**config.mk**
```make
export PLATFORM = sky130hd
export DESIGN_NAME = autobaud_detect
export DESIGN_NICKNAME = d
export VERILOG_FILES = /design/src/rtl/abd_pkg.sv /design/src/rtl/abd_rx_sync.sv /design/src/rtl/abd_prescale.sv /design/src/rtl/abd_rate_cnt.sv /design/src/rtl/abd_sample_burst.sv /design/src/rtl/autobaud_detect.sv
export SDC_FILE = /design/constraint.sdc
export NUM_CORES = 1
export LEC_CHECK = 0
export ABC_AREA = 1
export CORE_ASPECT_RATIO = 0.9
export CORE_MARGIN = 2
export CORE_UTILIZATION = 40
export CTS_BUF_LIST = sky130_fd_sc_hd__clkbuf_16
export DETAILED_ROUTE_END_ITERATION = 12
export DONT_BUFFER_PORTS = 1
export PLACE_DENSITY = 0.6
export SLEW_MARGIN = 0
export SYNTH_ARGS = -nofsm -noshare
export SYNTH_HDL_FRONTEND = slang
export SYNTH_SLANG_ARGS = --single-unit
```
**constraint.sdc**
```tcl
create_clock -name clk -period 1.7 [get_ports clk]
set_clock_uncertainty 0.05 [all_clocks]
set_input_delay 0.425 -clock clk [delete_from_list [all_inputs] [get_ports clk]]
set_output_delay 0.425 -clock clk [all_outputs]
set_load 0.02 [all_outputs]
```
**src/rtl/abd_pkg.sv**
```systemverilog
package abd_pkg;

    typedef enum logic [2:0] {
        ST_IDLE       = 3'd0,
        ST_ARMED      = 3'd1,
        ST_MEAS_START = 3'd2,
        ST_MEAS_LSB   = 3'd3,
        ST_LOAD       = 3'd4,
        ST_ABORT      = 3'd5
    } abd_state_e;

endpackage

```
**src/rtl/abd_rx_sync.sv**
```systemverilog
// Two-stage synchronizer for the serial line plus a one-stage edge detector.
module abd_rx_sync (
    input  logic clk,
    input  logic rst_n,
    input  logic rx_async,
    output logic rx_rise,
    output logic rx_fall
);
    logic meta_q;
    logic sync_q;
    logic prev_q;

    always_ff @(posedge clk or negedge rst_n) begin
        if (!rst_n) begin
            meta_q <= 1'b1;
            sync_q <= 1'b1;
            prev_q <= 1'b1;
        end else begin
            meta_q <= rx_async;
            sync_q <= meta_q;
            prev_q <= sync_q;
        end
    end

    assign rx_rise = sync_q & ~prev_q;
    assign rx_fall = prev_q & ~sync_q;
endmodule

```
**src/rtl/abd_prescale.sv**
```systemverilog
// Clock prescaler: divides by OVS for a single-bit window, by 2*OVS for two bits.
module abd_prescale #(
    parameter int unsigned OVS = 16
) (
    input  logic clk,
    input  logic rst_n,
    input  logic load_one,
    input  logic run,
    input  logic sel_long,
    output logic tick
);
    localparam int unsigned SPAN_LONG = 2 * OVS;
    localparam int unsigned PRE_W     = $clog2(SPAN_LONG);

    logic [PRE_W-1:0] pre_q;
    logic [PRE_W-1:0] last_v;

    assign last_v = sel_long ? PRE_W'(SPAN_LONG - 1) : PRE_W'(OVS - 1);
    assign tick   = run && (pre_q == last_v);

    always_ff @(posedge clk or negedge rst_n) begin
        if (!rst_n) begin
            pre_q <= '0;
        end else if (load_one) begin
            // the cycle in which the start edge is seen counts as the first one
            pre_q <= PRE_W'(1);
        end else if (run) begin
            if (pre_q == last_v) begin
                pre_q <= '0;
            end else begin
                pre_q <= pre_q + PRE_W'(1);
            end
        end
    end
endmodule

```
**src/rtl/abd_rate_cnt.sv**
```systemverilog
// Rate counter with an overflow look-ahead instead of wrap.
module abd_rate_cnt #(
    parameter int unsigned DIV_W = 16
) (
    input  logic             clk,
    input  logic             rst_n,
    input  logic             clear,
    input  logic             inc,
    output logic [DIV_W-1:0] count,
    output logic             ovf
);
    logic [DIV_W-1:0] cnt_q;

    assign ovf   = inc && (cnt_q == {DIV_W{1'b1}});
    assign count = cnt_q;

    always_ff @(posedge clk or negedge rst_n) begin
        if (!rst_n) begin
            cnt_q <= '0;
        end else if (clear) begin
            cnt_q <= '0;
        end else if (inc && !ovf) begin
            cnt_q <= cnt_q + DIV_W'(1);
        end
    end
endmodule

```
**src/rtl/abd_sample_burst.sv**
```systemverilog
// Emits OVS back-to-back sample pulses after a trigger.
module abd_sample_burst #(
    parameter int unsigned OVS = 16
) (
    input  logic clk,
    input  logic rst_n,
    input  logic fire,
    output logic pulse
);
    localparam int unsigned BW = $clog2(OVS + 1);

    logic [BW-1:0] left_q;

    always_ff @(posedge clk or negedge rst_n) begin
        if (!rst_n) begin
            left_q <= '0;
        end else if (fire) begin
            left_q <= BW'(OVS);
        end else if (left_q != '0) begin
            left_q <= left_q - BW'(1);
        end
    end

    assign pulse = (left_q != '0);
endmodule

```
**src/rtl/autobaud_detect.sv**
```systemverilog
module autobaud_detect #(
    parameter int unsigned DIV_W    = 16,
    parameter int unsigned OVS      = 16,
    parameter int unsigned DIV_INIT = 1
) (
    input  logic             clk,
    input  logic             rst_n,
    input  logic             rx_async,
    input  logic             start_req,
    input  logic             mode,
    input  logic             irq_en,
    output logic [DIV_W-1:0] div_out,
    output logic             div_load,
    output logic             busy,
    output logic             done_flag,
    output logic             timeout_flag,
    output logic             rsr_tick
);
    import abd_pkg::*;

    abd_state_e state_q;
    abd_state_e state_d;

    logic             rx_rise;
    logic             rx_fall;
    logic             mode_q;
    logic             pre_tick;
    logic             cnt_ovf;
    logic [DIV_W-1:0] rate_cnt;
    logic [DIV_W-1:0] div_q;
    logic             done_q;
    logic             tmo_q;

    // control decoded from the state (output process)
    logic measuring;
    logic end_edge;
    logic meas_go;
    logic meas_run;
    logic st_load;
    logic st_abort;
    logic st_idle;

    abd_rx_sync u_sync (
        .clk      (clk),
        .rst_n    (rst_n),
        .rx_async (rx_async),
        .rx_rise  (rx_rise),
        .rx_fall  (rx_fall)
    );

    abd_prescale #(.OVS(OVS)) u_pre (
        .clk      (clk),
        .rst_n    (rst_n),
        .load_one (meas_go),
        .run      (meas_run),
        .sel_long (~mode_q),
        .tick     (pre_tick)
    );

    abd_rate_cnt #(.DIV_W(DIV_W)) u_cnt (
        .clk   (clk),
        .rst_n (rst_n),
        .clear (meas_go),
        .inc   (pre_tick),
        .count (rate_cnt),
        .ovf   (cnt_ovf)
    );

    abd_sample_burst #(.OVS(OVS)) u_burst (
        .clk   (clk),
        .rst_n (rst_n),
        .fire  (meas_go),
        .pulse (rsr_tick)
    );

    // state register
    always_ff @(posedge clk or negedge rst_n) begin
        if (!rst_n) begin
            state_q <= ST_IDLE;
        end else begin
            state_q <= state_d;
        end
    end

    // next-state logic; a closing edge is checked before the overflow
    always_comb begin
        state_d = state_q;
        unique case (state_q)
            ST_IDLE: begin
                if (start_req) state_d = ST_ARMED;
            end
            ST_ARMED: begin
                if (rx_fall) state_d = ST_MEAS_START;
            end
            ST_MEAS_START: begin
                if (rx_rise) begin
                    state_d = mode_q ? ST_LOAD : ST_MEAS_LSB;
                end else if (cnt_ovf) begin
                    state_d = ST_ABORT;
                end
            end
            ST_MEAS_LSB: begin
                if (rx_fall) begin
                    state_d = ST_LOAD;
                end else if (cnt_ovf) begin
                    state_d = ST_ABORT;
                end
            end
            ST_LOAD:  state_d = ST_IDLE;
            ST_ABORT: state_d = ST_IDLE;
            default:  state_d = ST_IDLE;
        endcase
    end

    // outputs and datapath controls
    always_comb begin
        st_idle   = 1'b0;
        st_load   = 1'b0;
        st_abort  = 1'b0;
        measuring = 1'b0;
        end_edge  = 1'b0;
        meas_go   = 1'b0;
        unique case (state_q)
            ST_IDLE:       st_idle = 1'b1;
            ST_ARMED:      meas_go = rx_fall;
            ST_MEAS_START: begin
                measuring = 1'b1;
                end_edge  = rx_rise & mode_q;
            end
            ST_MEAS_LSB: begin
                measuring = 1'b1;
                end_edge  = rx_fall;
            end
            ST_LOAD:       st_load  = 1'b1;
            ST_ABORT:      st_abort = 1'b1;
            default:       st_idle  = 1'b1;
        endcase
        meas_run = measuring & ~end_edge;
        busy     = ~st_idle;
        div_load = st_load;
    end

    // mode latch, divisor and sticky flags
    always_ff @(posedge clk or negedge rst_n) begin
        if (!rst_n) begin
            mode_q <= 1'b1;
            div_q  <= DIV_W'(DIV_INIT);
            done_q <= 1'b0;
            tmo_q  <= 1'b0;
        end else begin
            if (st_idle && start_req) begin
                mode_q <= mode;
                done_q <= 1'b0;
                tmo_q  <= 1'b0;
            end
            if (st_load) begin
                div_q  <= rate_cnt;
                done_q <= irq_en;
            end
            if (st_abort) begin
                tmo_q <= 1'b1;
            end
        end
    end

    assign div_out      = div_q;
    assign done_flag    = done_q;
    assign timeout_flag = tmo_q;
endmodule

```
==> flow_summary.json, run 1 <==
{
  "status": "finished with violations",
  "violations": "negative hold slack, negative setup slack",
  "drc": 0,
  "path_clk_slew_ps": 60,
  "yosysSeqAreaShare_pct": 49.0,
  "setup_ws_ps": -57.9,
  "vias": 2154,
  "cts.sinks": 51,
  "stdcell_count": 433,
  "fp.coreArea_um2": 6220,
  "wl_um": 5710,
  "synth_top_area_share_pct": 44.0,
  "synth-seq-cells": 51,
  "overflow": 0,
  "initial_core_util_pct": 42.1,
  "post_drt_via_cell_ratio": 4.97,
  "multiInputGateArea_um2": 1320,
  "drive_gt1_share_pct": 22.3,
  "dp_hpwl_um": 3840,
  "synth_warnings": 0,
  "clock_latency_ps": 290,
  "ir_drop_mv": 0.570,
  "cp_max_fo": 4,
  "antenna_found_initial": 0,
  "ant_nets": 0,
  "layout_min_cycle_time_ps": 1760,
  "worstMarginPinSlew_ps": 398,
  "finalSetupViolCount": 3,
  "cap_violations": 0,
  "hold_violations": 51,
  "arrival_ps": 1280,
  "ys.flop_type": "dfrtp_1",
  "rows": 27,
  "area_growth_pct": 21.5,
  "hold_path_class": "input port to async pin",
  "synthCells": 320,
  "synth_most_common_cell": "nand2_1",
  "slew_violations": 0,
  "critical_path_class": "flop to primary output",
  "clock_path_buffers": 2,
  "synth_enable_flop_cells": 0,
  "dr.pass1.iters": 4,
  "reg2reg_to": "u_cnt.count[6]$_DFFE_PN0P_",
  "grt_pass1_vias": 2017,
  "p_total_mw": 4.08,
  "setup_tns_ps": -79.0,
  "fmax_mhz": 569,
  "nNetsFinal": 355,
  "syn_area_per_cell_um2": 8.17,
  "holdWs_ps": -223,
  "port_buffers": 0,
  "cp-start-kind": "flop",
  "post-route-period-util_pct": 103,
  "grt_pass1_wl_um": 9390,
  "yosysTopAreaCell": "dfrtp_1",
  "cts_tree": "built",
  "cts_made_buffers": 5,
  "cts-root-buf": "clkbuf_16",
  "timing.reg2reg.worst_path_depth": 8,
  "async_flop_share_pct": 100,
  "reg2reg_slack_ps": -10,
  "synth.distinct_cells": 32,
  "slew_headroom_pct": 73.3,
  "grtUsageTotal_pct": 16.8,
  "io_pins": 27,
  "dp.cells": 416,
  "endpoint_kind": "primary output",
  "place_congestion": 0.836,
  "drtIter0Drc": 126,
  "crit_start": "state_q[0]$_DFFE_PN0P_",
  "synth_common_cells": "nand2_1, dfrtp_1, inv_1",
  "grt_max_degree": 52,
  "rsz0062_at_grt": "yes",
  "post-route-util_pct": 51.1,
  "r2r_start": "u_pre.pre_q[1]$_DFFE_PN0P_",
  "syn-num-nets": 330,
  "syn_area_um2": 2620,
  "power.leakage_nw": 1.44,
  "fillers": 622,
  "die_x_um": 89.2,
  "die_area_um2": 7200,
  "powerDensity_nw_per_um2": 1280,
  "regArea_um2": 1280,
  "die_height_um": 80.7,
  "synth_area_leaders": "dfrtp_1, nand2_1, dfstp_2",
  "required_ps": 1220,
  "cts-htree-levels": 2,
  "wl_per_cell_um": 13.2,
  "antennaDiodeCount": 0
}
==> sequential cells by signal, indices dropped and copies added (netlist names) <==
| name | cells |
|---|---|
| mode_q | 1 |
| div_out | 16 |
| u_burst.left_q | 5 |
| state_q | 3 |
| u_sync.meta_q | 1 |
| u_sync.prev_q | 1 |
| done_flag | 1 |
| u_pre.pre_q | 5 |
| u_sync.sync_q | 1 |
| u_cnt.count | 16 |
| timeout_flag | 1 |
==> metal layers <==
layer  routed length [um]  global-route usage (%)
met4                   84                    5.37
met3                  220                    4.32
met1                 2760                    22.7
met2                 2650                    26.4
met5                    0                       0
==> per-stage QoR <==
| step | hold slack [ps] | cell area, um2 | setup WS [ps] |
|---|---|---|---|
| final | -223 | 3180 | -57.9 |
| after global routing | -239 | 3180 | -119 |
| after CTS | -232 | 2990 | -98.9 |
| after detailed placement | 81.1 | 2800 | 40.9 |
| after global placement | 81.0 | 2800 | 42.3 |
| after floorplan | 79.4 | 2620 | 27.9 |
==> power breakdown <==
part,internal [mW],total (mW),switching (mW)
clock network,0.684,1.12,0.431
registers,1.42,1.63,0.212
logic,0.540,1.34,0.796
total,2.64,4.08,1.44
==> cell type report <==
| cell class | instances | area share (%) |
|---|---|---|
| Sequential cell | 51 | 40.4 |
| Inverter | 36 | 4.25 |
| Clock buffer | 5 | 3.94 |
| Tap cell | 87 | 3.43 |
| Clock inverter | 3 | 1.18 |
| Timing Repair Buffer | 21 | 5.20 |
| Multi-Input combinational cell | 230 | 41.6 |
==> how the worst max path moves through the flow <==
| stage | to | cells past startpoint |
|---|---|---|
| 4_1_cts | busy | 5 |
| 6_report | busy | 5 |
| 2_1_floorplan | busy | 5 |
| 5_1_grt | busy | 5 |
| 3_5_place_dp | u_cnt.count[6]$_DFFE_PN0P_ | 8 |
| 3_3_place_gp | u_cnt.count[6]$_DFFE_PN0P_ | 8 |
==> worst max-delay path, cell delays in order (launching register included) <==
cell and delay, ps:
dfrtp_1 430, nor2_2 160, inv_2 70, nor2_4 90
inv_2 40, nand4_1 220
==> repair_timing <==
item / 4_1_cts / 5_1_grt
endpoints found under the setup margin: 3 / 22
buffers inserted: 3 / 5
pin swaps: 2 / 13
resized for setup: 1 / 36
gates cloned: 0 / 1
hold endpoints to repair: 51 / 51
==> cell usage in the layout, fill, tap and decap left out, types with 2 or more instances in the layout <==
master | netlist | layout
nor2_4 | 4 | 8
nand2_2 | 4 | 6
clkbuf_16 | 0 | 5
dfrtp_1 | 46 | 45
a22oi_1 | 2 | 2
a21oi_2 | 0 | 3
nor3_1 | 7 | 7
buf_4 | 0 | 19
ha_4 | 0 | 3
nand3_2 | 3 | 4
nand4_1 | 8 | 8
o21ai_1 | 4 | 6
nand3_1 | 19 | 14
buf_6 | 1 | 2
inv_1 | 30 | 30
inv_2 | 5 | 7
nand3_4 | 0 | 4
nand2_1 | 93 | 91
o211ai_1 | 2 | 2
dfstp_2 | 5 | 5
nor2_1 | 26 | 22
o21ai_0 | 24 | 21
a21oi_1 | 7 | 4
xnor2_1 | 2 | 2
nor2_2 | 4 | 5
xor2_1 | 9 | 9
==> kinds of logic after synthesis <==
kind of cell | synth area share, %
buffers and inverters | 6.12
xor gates and xnor gates | 3.68
and+or+nand+nor | 30.5
adders and majority gates | 1.91
DFF | 49.0
AOI/OAI and AO/OA | 8.71
Note: power is estimated with default switching activity, not from simulation.
==> run 2: changes to the inputs <==
--- a/config.mk
+++ b/config.mk
@@ -6,13 +6,15 @@
 export NUM_CORES = 1
 export LEC_CHECK = 0
 export ABC_AREA = 1
+export CAP_MARGIN = 20
 export CORE_ASPECT_RATIO = 0.9
 export CORE_MARGIN = 2
 export CORE_UTILIZATION = 40
 export CTS_BUF_LIST = sky130_fd_sc_hd__clkbuf_16
 export DETAILED_ROUTE_END_ITERATION = 12
 export DONT_BUFFER_PORTS = 1
-export PLACE_DENSITY = 0.6
+export PLACE_DENSITY = 0.62
+export RECOVER_POWER = 50
 export SLEW_MARGIN = 0
 export SYNTH_ARGS = -nofsm -noshare
 export SYNTH_HDL_FRONTEND = slang
==> constraint.sdc (replaced) <==
create_clock -name clk -period 1.5 [get_ports clk]
set_clock_uncertainty 0.05 [all_clocks]
set_input_delay 0.375 -clock clk [delete_from_list [all_inputs] [get_ports clk]]
set_output_delay 0.375 -clock clk [all_outputs]
set_load 0.02 [all_outputs]
==> run 2 against run 1 <==
- the flow still finishes with violations (negative hold slack, negative setup slack)
- final area up 14%
- largest cell class unchanged
- largest power group is now combinational cells
- critical path type unchanged
- flip-flop and latch count unchanged
- global-route usage is 1.6 points higher
==> flow_summary.json, run 2 (synthesis results as in run 1) <==
{
  "layout_min_cycle_time_ps": 1740,
  "setup_ws_ps": -235,
  "rsz0062_at_grt": "yes",
  "multiInputGateArea_um2": 1440,
  "violations": "negative hold slack, negative setup slack",
  "grt_pass1_wl_um": 10400,
  "area_growth_pct": 38.9,
  "ant_nets": 0,
  "drtIter0Drc": 104,
  "critical_path_class": "flop to primary output",
  "place_area_um2": 3060,
  "dr.pass1.iters": 5,
  "layout_common_cells": "nand2_1, buf_4, dfrtp_1",
  "clock_path_buffers": 2,
  "hold_violations": 51,
  "power.leakage_nw": 1.68,
  "cp_max_fo": 4,
  "cts_made_buffers": 5,
  "overflow": 0,
  "hold_path_class": "input port to async pin",
  "die_area_um2": 7200,
  "post_drt_via_cell_ratio": 4.97,
  "wl_per_cell_um": 13.2,
  "cap_violations": 0,
  "drive_gt1_share_pct": 38.8,
  "die_x_um": 89.2,
  "vias": 2354,
  "clock_latency_ps": 290,
  "required_ps": 1070,
  "fmax_mhz": 576,
  "place_congestion": 0.876,
  "cts-root-buf": "clkbuf_16",
  "regArea_um2": 1280,
  "die_height_um": 80.7,
  "cts.sinks": 51,
  "wl_um": 6260,
  "slowest_delay_ps": 440,
  "final_common_cell": "nand2_1",
  "post-route-util_pct": 58.4,
  "rows": 27,
  "path_clk_slew_ps": 70,
  "io_pins": 27,
  "drc": 0,
  "fp.coreArea_um2": 6220,
  "ir_drop_mv": 0.909,
  "post-route-period-util_pct": 116,
  "status": "finished with violations",
  "grt_max_degree": 52,
  "finalSetupViolCount": 26,
  "endpoint_kind": "primary output",
  "antennaDiodeCount": 0,
  "fillers": 559,
  "slew_violations": 0,
  "fin_area_um2": 3630,
  "antenna_found_initial": 0,
  "setup_tns_ps": -2030,
  "nNetsFinal": 396,
  "grt_pass1_vias": 2260,
  "worstMarginPinSlew_ps": 299,
  "cts-htree-levels": 2,
  "port_buffers": 0,
  "slowest_stage": "dfrtp_2",
  "grtUsageTotal_pct": 18.4,
  "dp_hpwl_um": 4250,
  "holdWs_ps": -273,
  "arrival_ps": 1310,
  "powerDensity_nw_per_um2": 1370,
  "initial_core_util_pct": 42.1,
  "cp-start-kind": "flop",
  "crit_chain": "buf_4 > nor2_2 > inv_1 > nand4_1 > buf_6",
  "cts_tree": "built",
  "slew_headroom_pct": 79.9
}
-- run 2: changes by cell type in the layout (fill, tap and decap cells not counted), sizes merged --
cell / delta
inv: -2
buf: +41
bufinv: -1
clkinvlp: +1
clkinv: +2
-- run 2: power breakdown --
part | total, mW | internal (mW) | switching (mW)
combinational | 2.01 | 0.951 | 1.06
sequential | 1.85 | 1.61 | 0.243
clock | 1.10 | 0.607 | 0.491
total | 4.96 | 3.17 | 1.79
-- run 2: per-stage QoR --
stage	instances	total power [mW]	hold slack, ps	setup slack (ps)
after global placement	450	3.28	31.2	-66.9
after CTS	466	4.73	-277	-234
after detailed placement	450	3.32	30.7	-144
after floorplan	320	2.76	29.4	-122
after global routing	474	5.31	-285	-288
final	474	4.96	-273	-235
-- run 2: timing repair --
| action | CTS | global route |
|---|---|---|
| gates resized for setup | 47 | 43 |
| setup endpoints to repair | 24 | 30 |
| gates cloned | 1 | 0 |
| buffers inserted | 7 | 8 |
| endpoints found under the hold margin | 51 | 51 |
| pin swaps | 20 | 24 |
-- run 2: worst paths after layout --
check | startpoint | to | slack (ps) | depth (start not counted)
min | rst_n | div_out[3]$_DFFE_PN0P_ | -270 | 0
min reg2reg | u_sync.meta_q$_DFF_PN1_ | u_sync.sync_q$_DFF_PN1_ | 310 | 0
min in group clk | rx_async | u_sync.meta_q$_DFF_PN1_ | 30 | 0
max | state_q[1]$_DFFE_PN0P_ | busy | -240 | 5
max reg2reg | u_pre.pre_q[1]$_DFFE_PN0P_ | u_cnt.count[15]$_DFFE_PN0P_ | -110 | 9
max in group asynchronous | rst_n | u_sync.sync_q$_DFF_PN1_ | 1470 | 0
-- run 2: layout make-up --
cell class,instances,share of cell area [%]
Clock inverter,3,0.413
Inverter,36,3.86
Clock buffer,5,3.44
Multi-Input combinational cell,230,39.6
Sequential cell,51,35.4
Timing Repair Buffer,62,14.3
Tap cell,87,3.00
-- run 2: routing by layer --
| layer | share of wire [%] | track usage, % | wire length (um) | vias up |
|---|---|---|---|---|
| met5 | 0 | 0 | 0 | - |
| met4 | 0.80 | 3.73 | 50 | 0 |
| met3 | 4.4 | 4.73 | 278 | 8 |
| met2 | 48 | 29.2 | 2990 | 43 |
| met1 | 47 | 25.4 | 2930 | 1131 |
| li1 | - | - | - | 1172 |
-- run 2: critical path, delay by kind of cell (launching register included) --
kind          cells  cell delay, ps
simple gates      2             220
buf+inv           3             370
flops             1             440
